<file path="src/rtl/pt_walker.sv">
module pt_walker #(
  parameter int VA_W    = 8,
  parameter int PO_W    = 2,
  parameter int FRAME_W = 4,
  parameter int LEVELS  = 3,
  parameter int DATA_W  = 8
) (
  input  logic                    clk,
  input  logic                    rst_n,
  input  logic                    root_we,
  input  logic [FRAME_W-1:0]      root_frame_in,
  input  logic                    req_valid,
  output logic                    req_ready,
  input  logic [VA_W-1:0]         req_vaddr,
  output logic                    mem_rd,
  output logic [FRAME_W+PO_W-1:0] mem_addr,
  input  logic [DATA_W-1:0]       mem_rdata,
  output logic                    rsp_valid,
  input  logic                    rsp_ready,
  output logic [FRAME_W+PO_W-1:0] rsp_paddr,
  output logic [DATA_W-1:0]       rsp_data,
  output logic                    rsp_fault
);
  localparam int IDX_W     = PO_W;
  localparam int PA_W      = FRAME_W + PO_W;
  localparam int VPN_W     = VA_W - PO_W;
  localparam int LVL_W     = $clog2(LEVELS + 1);
  localparam int VALID_BIT = DATA_W - 1;
  localparam logic [LVL_W-1:0] LAST_LVL = LVL_W'(LEVELS);

  typedef enum logic [1:0] {S_IDLE, S_RD, S_WT, S_RSP} st_t;

  st_t               st;
  logic [VA_W-1:0]   va_q;
  logic [FRAME_W-1:0] frame_q, root_q;
  logic [LVL_W-1:0]  lvl_q;
  logic [PA_W-1:0]   paddr_q;
  logic [DATA_W-1:0] data_q;
  logic              fault_q;
  logic [IDX_W-1:0]  idx;
  logic [VPN_W-1:0]  vpn_sh;
  logic              accept;

  assign req_ready = (st == S_IDLE);
  assign accept    = req_valid && req_ready;
  assign mem_rd    = (st == S_RD);
  assign mem_addr  = {frame_q, idx};
  assign rsp_valid = (st == S_RSP);
  assign rsp_paddr = paddr_q;
  assign rsp_data  = data_q;
  assign rsp_fault = fault_q;

  always_comb begin
    vpn_sh = va_q[VA_W-1:PO_W] >> (IDX_W * (LEVELS - 1 - int'(lvl_q)));
    if (lvl_q == LAST_LVL) idx = va_q[PO_W-1:0];
    else                   idx = vpn_sh[IDX_W-1:0];
  end

  always_ff @(posedge clk) begin
    if (!rst_n) begin
      st      <= S_IDLE;
      va_q    <= '0;
      frame_q <= '0;
      root_q  <= '0;
      lvl_q   <= '0;
      paddr_q <= '0;
      data_q  <= '0;
      fault_q <= 1'b0;
    end else begin
      if (root_we && req_ready) root_q <= root_frame_in;
      case (st)
        S_IDLE: if (accept) begin
          va_q    <= req_vaddr;
          frame_q <= root_q;
          lvl_q   <= '0;
          st      <= S_RD;
        end
        S_RD: st <= S_WT;
        S_WT: begin
          if (lvl_q == LAST_LVL) begin
            data_q  <= mem_rdata;
            paddr_q <= {frame_q, va_q[PO_W-1:0]};
            fault_q <= 1'b0;
            st      <= S_RSP;
          end else if (!mem_rdata[VALID_BIT]) begin
            data_q  <= '0;
            paddr_q <= '0;
            fault_q <= 1'b1;
            st      <= S_RSP;
          end else begin
            frame_q <= mem_rdata[FRAME_W-1:0];
            lvl_q   <= lvl_q + 1'b1;
            st      <= S_RD;
          end
        end
        S_RSP: if (rsp_ready) st <= S_IDLE;
        default: st <= S_IDLE;
      endcase
    end
  end
endmodule


</file>
<file path="config.mk">
export PLATFORM = sky130hd
export DESIGN_NAME = pt_walker
export DESIGN_NICKNAME = d
export VERILOG_FILES = /design/src/rtl/pt_walker.sv
export SDC_FILE = /design/constraint.sdc
export NUM_CORES = 1
export LEC_CHECK = 0
export BUFFER_PORTS_ARGS = -buffer_cell sky130_fd_sc_hd__buf_2
export CAP_MARGIN = 40
export CORE_ASPECT_RATIO = 0.75
export CORE_MARGIN = 2
export CORE_UTILIZATION = 50
export DETAILED_ROUTE_END_ITERATION = 8
export PLACE_DENSITY = 0.86
export SLEW_MARGIN = 10
export SYNTH_ARGS = -nofsm -noshare
export SYNTH_HDL_FRONTEND = slang
export SYNTH_SLANG_ARGS = --single-unit
</file>
<file path="constraint.sdc">
create_clock -name clk -period 1.8 [get_ports clk]
set_input_delay 0 -clock clk [delete_from_list [all_inputs] [get_ports clk]]
set_output_delay 0 -clock clk [all_outputs]
set_load 0.05 [all_outputs]
</file>
# Word-level counts from Yosys, hierarchy flattened
# Cells that the tools add are included.
# W data, S select, Z words.
[op_classes] addsub=2 multipliers=0 n_div=0 magnitude_cmp=0 n_eq_ne=9 n_shift=1 muxes=20 n_bitwise=0 n_reduce_logical=8
[op_table] cell="$shr A6 B32 Y2" count=1
[op_table] cell="$mux W2" count=8
[op_table] cell="$mux W8" count=2
[op_table] cell="$mux W4" count=3
[op_table] cell="$mux W6" count=2
[op_table] cell="$pmux W2 S4" count=1
[op_table] cell="$pmux W4 S2" count=1
[op_table] cell="$eq A2 B2 Y1 const B" count=3
[op_table] cell="$ne A2 B1 Y1 const B" count=3
[op_table] cell="$reduce_and A2 Y1" count=3
[op_table] cell="$ne A2 B2 Y1 const B" count=2
[op_table] cell="$pmux W2 S2" count=1
[op_table] cell="$reduce_and A4 Y1" count=1
[op_table] cell="$sub A2 B2 Y3 const A" count=1
[op_table] cell="$add A2 B1 Y2 const B" count=1
[op_table] cell="$eq A2 B1 Y1 const B" count=1
[op_table] cell="$logic_and A1 B1 Y1" count=2
[op_table] cell="$logic_not A2 Y1" count=1
[op_table] cell="$mux W1" count=2
[op_table] cell="$reduce_bool A2 Y1" count=1
[word_totals] regBits=35 latch_bits=0 ramBits=0 romBits=0 in_bits=25 out_inout_bits=24 memories=0

# Longest topological paths before layout
[logic_depth] depth_word=4 mapped_depth=6

# Worst setup path before layout
# Ideal clock, no wire load.
[synth_timing] kind="register to output" startpoint="register st[0]" endpoint="output port mem_rd" arrival_ns=1.438 setup_slack_ns=0.362 path_stages_with_launch=4 path_buffers=2 path_cell_list="dfxtp_1 buf_4 clkbuf_1 nor2b_1"
[synth_between] elab_chain_cells=1
[synth_lines] item="from (decl)" line_no="33" source="st_t st;"
[synth_lines] item="from (signal assigned)" line_no="61" source="st <= S_IDLE;"
[synth_lines] item="from (signal assigned)" line_no="76" source="st <= S_RD;"
[synth_lines] item="from (signal assigned)" line_no="78" source="S_RD: st <= S_WT;"
[synth_lines] item="$eq A2 B1 Y1" line_no="46" source="assign mem_rd = (st == S_RD);"
[synth_lines] item="to (decl)" line_no="15" source="output logic mem_rd,"
# No other way between the ends.

# Worst setup path in the final report
[layout_timing] startpoint="register lvl_q[0]" endpoint="output port mem_addr[1]"
[layout_between] elab_chain_cells=3 elab_cells_between_ends=4 cone_classes="add/sub: 1; eq/ne: 1; shift: 1; mux: 1"
[layout_lines] item="from (decl)" line_no="36" source="logic [LVL_W-1:0] lvl_q;"
[layout_lines] item="from (signal assigned)" line_no="92" source="lvl_q <= lvl_q + 1'b1;"
[layout_lines] item="$sub A2 B2 Y3" line_no="54" source="vpn_sh = va_q[VA_W-1:PO_W] >> (IDX_W * (LEVELS - 1 - int'(lvl_q)));"
[layout_lines] item="$shr A6 B32 Y2" line_no="54"
[layout_lines] item="$mux W2 (*)" line_no="55" source="if (lvl_q == LAST_LVL) idx = va_q[PO_W-1:0];"
[layout_lines] item="to (decl)" line_no="16" source="output logic [FRAME_W+PO_W-1:0] mem_addr,"
# Every way passes the cells marked *; elsewhere a longest branch is shown, timed or not.

==> summary.txt <==
Power
  – Maximum vdd drop: around 0.57 mV
  – Power Dens Cells: approximately 800 nW/um^2
  – Power Total: around 1.8 mW
  – LEAKAGE: approximately 0.95 nW

Die
  – Die ar.: 3710 sq um
  – Num rows: 17
  – Core ar.: 3020 sq um
  – Die extent in y: roughly 53 um
  – Initial core utilization: about 54%
  – Ports: 49
  – DIE WIDTH: around 70 um

Drt
  – Vias: 1,497
  – DRT Pass-1 Iters: 4
  – Vias per Instance: ~5.4
  – DR WL/cell: around 14 um
  – DRT iter0 DRCs: 73
  – Final antenna-violating net count: 0
  – WL final: a little under 4000 um
  – DR DRC count: 0

CTS
  – Post-CTS setup buffers: 0
  – TritonCTS clock tree: yes
  – CTS buffer count: 5
  – Clk root buf: clkbuf_8
  – CTS clk-pin slew, worst paths: around 0.060 ns
  – Deepest clock path buffer count: 2
  – Sink Count: 35
  – Clock Latency Late Sink: 0.28 ns
  – H-tree levels: 2

Hold path
  – Hold_sp: rsp_ready
  – Hold EP: st[0]$_SDFFE_PN0P_
  – Hold Crit Class: in -> reg
  – Hold Path Depth: 4

Synth
  – Primary FF master, synth: dfxtp_1
  – Async S/R FF share, synth: 0%
  – Net count after synthesis: 200
  – Synth Instances: about 170
  – Seq cells post-synth: 35
  – Top cells by count, synth: 35 x dfxtp_1, 32 x nand2_1, 19 x a21boi_1, 19 x o21ai_0, 7 x nor2b_1
  – Synth area leaders: dfxtp_1 43%, a21boi_1 8.8%, nand2_1 7.4%
  – Syn avg cell area: 9.34 sq um
  – Share of the synthesized area in the top cell type: between 40 and 50%
  – Post-synth EDFFs: 0
  – Yosys cell types: 34
  – Area leader, netlist: dfxtp_1
  – Warnings from Yosys: 0
  – Mapped Area: between 1500 and 2000 sq um
  – Most frequent cell after synthesis: dfxtp_1
  – Sequential area share after synthesis: a little over two fifths

Placed design
  – DP Wirelength: 2580 um
  – Placed Cells: 252
  – Placed inst area: approximately 1900 sq um
  – Global placement routability congestion: ~0.83
  – # port buffers: between 40 and 50
  – Post-placement setup slack: between 0.2 and 0.25 ns

Flow run
  – Max Cap Viol: 0

Finish
  – Final cell count without fillers: roughly 280
  – Fin area: ~2200 sq um
  – Final net count: between 200 and 300
  – Util after Layout: just over 70%
  – Area grow syn2layout: 33.9%
  – Ratio of cells with drive above 1 in the final layout: just under 30%
  – Antenna cells: 0
  – FILL cells: 228

Global routing
  – Largest net degree at the start of global routing: 36
  – Vias in the first global route: around 1,400
  – Initial antenna violation count: 0
  – GRT Util Overall: 23.1%
  – First-pass GRT wire length: between 6000 and 7000 um
  – Grt total ovfl: 0

Setup path
  – R2R depth: 4
  – Startpoint class of the critical path: flop
  – Critical path arrival: 1.71 ns
  – Crit-path slowest cell: dfxtp_2
  – CP required: 1.80 ns
  – Worst Path Max Fanout: 8
  – Flop2flop setup slack: roughly 0.24 ns
  – CP Cell Sequence: ha_4, mux2i_1, o21ai_0, a22o_1, buf_2
  – Worst r2r src: lvl_q[1]$_SDFFE_PN0P_
  – Worst reg2reg endpoint: rsp_fault$_SDFFE_PN0P_
  – Crit path capture type: output pin
  – Worst setup path class: reg -> out
  – Slowest stage delay, CP: between 0.3 and 0.4 ns

STA
  – Final period utilization: ~95%
  – Setup TNS: 0 ns
  – Final Hold Vio Count: 0
  – Minimum clock period: about 1.7 ns
  – Setup violators final: 0
  – RSZ-0062 raised after global routing: no
  – Slew Viols, Final: 0
  – Final Skew: 0.00225 ns
  – Worst-Margin Slew: between 0.5 and 0.6 ns
  – Rel. slew slack: roughly two thirds
  – Final setup margin: ~0.094 ns
  – Final hold slack: just under 0.07 ns
  – Fmax achieved: about 0.59 GHz

Outcome
  – Status: finished clean
## cells by family after synthesis
family	count (synthesis)	share of synthesized area [%]
adders and majority gates	2	1.55
muxes	6	3.72
and+or+nand+nor	62	22.8
DFF	35	43.3
AOI/OAI and AO/OA	56	23.6
buffers and inverters	12	5.03
## metal layers
layer | GRT usage (%) | up-vias | part of all wire [%]
met4 | 11.5 | 0 | 1.9
met3 | 4.76 | 5 | 6.2
met1 | 29.9 | 704 | 46
li1 | - | 735 | -
met2 | 37.2 | 53 | 46
met5 | 0 | - | 0
## state kept, by name, summed over array words and instances, names as in the netlist
name / flops
va_q: 8
rsp_data: 8
st: 2
rsp_fault: 1
rsp_paddr: 6
frame_q: 4
root_q: 4
lvl_q: 2
## repair_timing
item / CTS / global route
endpoints found under the hold margin: 19 / 0
gates resized for setup: 3 / 0
hold buffers: 19 / 0
setup endpoints to repair: 2 / 0
## worst max path at each step
stage	from	end	cells after the start
after global placement	lvl_q[0]$_SDFFE_PN0P_	rsp_fault$_SDFFE_PN0P_	4
after CTS	lvl_q[0]$_SDFFE_PN0P_	mem_addr[1]	5
after floorplan	st[0]$_SDFFE_PN0P_	mem_rd	3
after global routing	lvl_q[1]$_SDFFE_PN0P_	mem_addr[1]	5
final	lvl_q[0]$_SDFFE_PN0P_	mem_addr[1]	5
after detailed placement	lvl_q[0]$_SDFFE_PN0P_	rsp_fault$_SDFFE_PN0P_	4
## worst max-delay path: cells and delay by family (launching register included)
| family | cells | cell delay, ns |
|---|---|---|
| flops | 1 | 0.37 |
| fa+ha+maj | 1 | 0.32 |
| compound gates | 2 | 0.32 |
| buf+inv | 1 | 0.21 |
| mux | 1 | 0.20 |
## report_power, final
part           switching (mW)  total (mW)  internal [mW]
clock network           0.264       0.612          0.349
registers              0.0275       0.835          0.807
logic                   0.176       0.306          0.130
total                   0.467        1.75           1.29
## final cells by class
cell class,instances,area (sq um),share of cell area [%]
Clock buffer,8,100,4.62
Sequential cell,35,702,32.4
Timing Repair Buffer,72,468,21.6
Multi-Input combinational cell,126,847,39.1
Tap cell,38,47.5,2.20
## cell usage in the layout (no fill, tap or decap), types with 3 or more instances in the layout
cell           instances
a21boi_1              19
o211a_1                4
and3b_1                3
buf_2                 48
clkbuf_8               7
nor2b_1                7
a21oi_1                5
dlygate4sd3_1         19
nand2_1               32
nor3b_1                4
mux2i_1                6
buf_4                  5
dfxtp_1               34
o21ai_0               19
a21boi_0               3
Power figures use the tool's default switching activity.
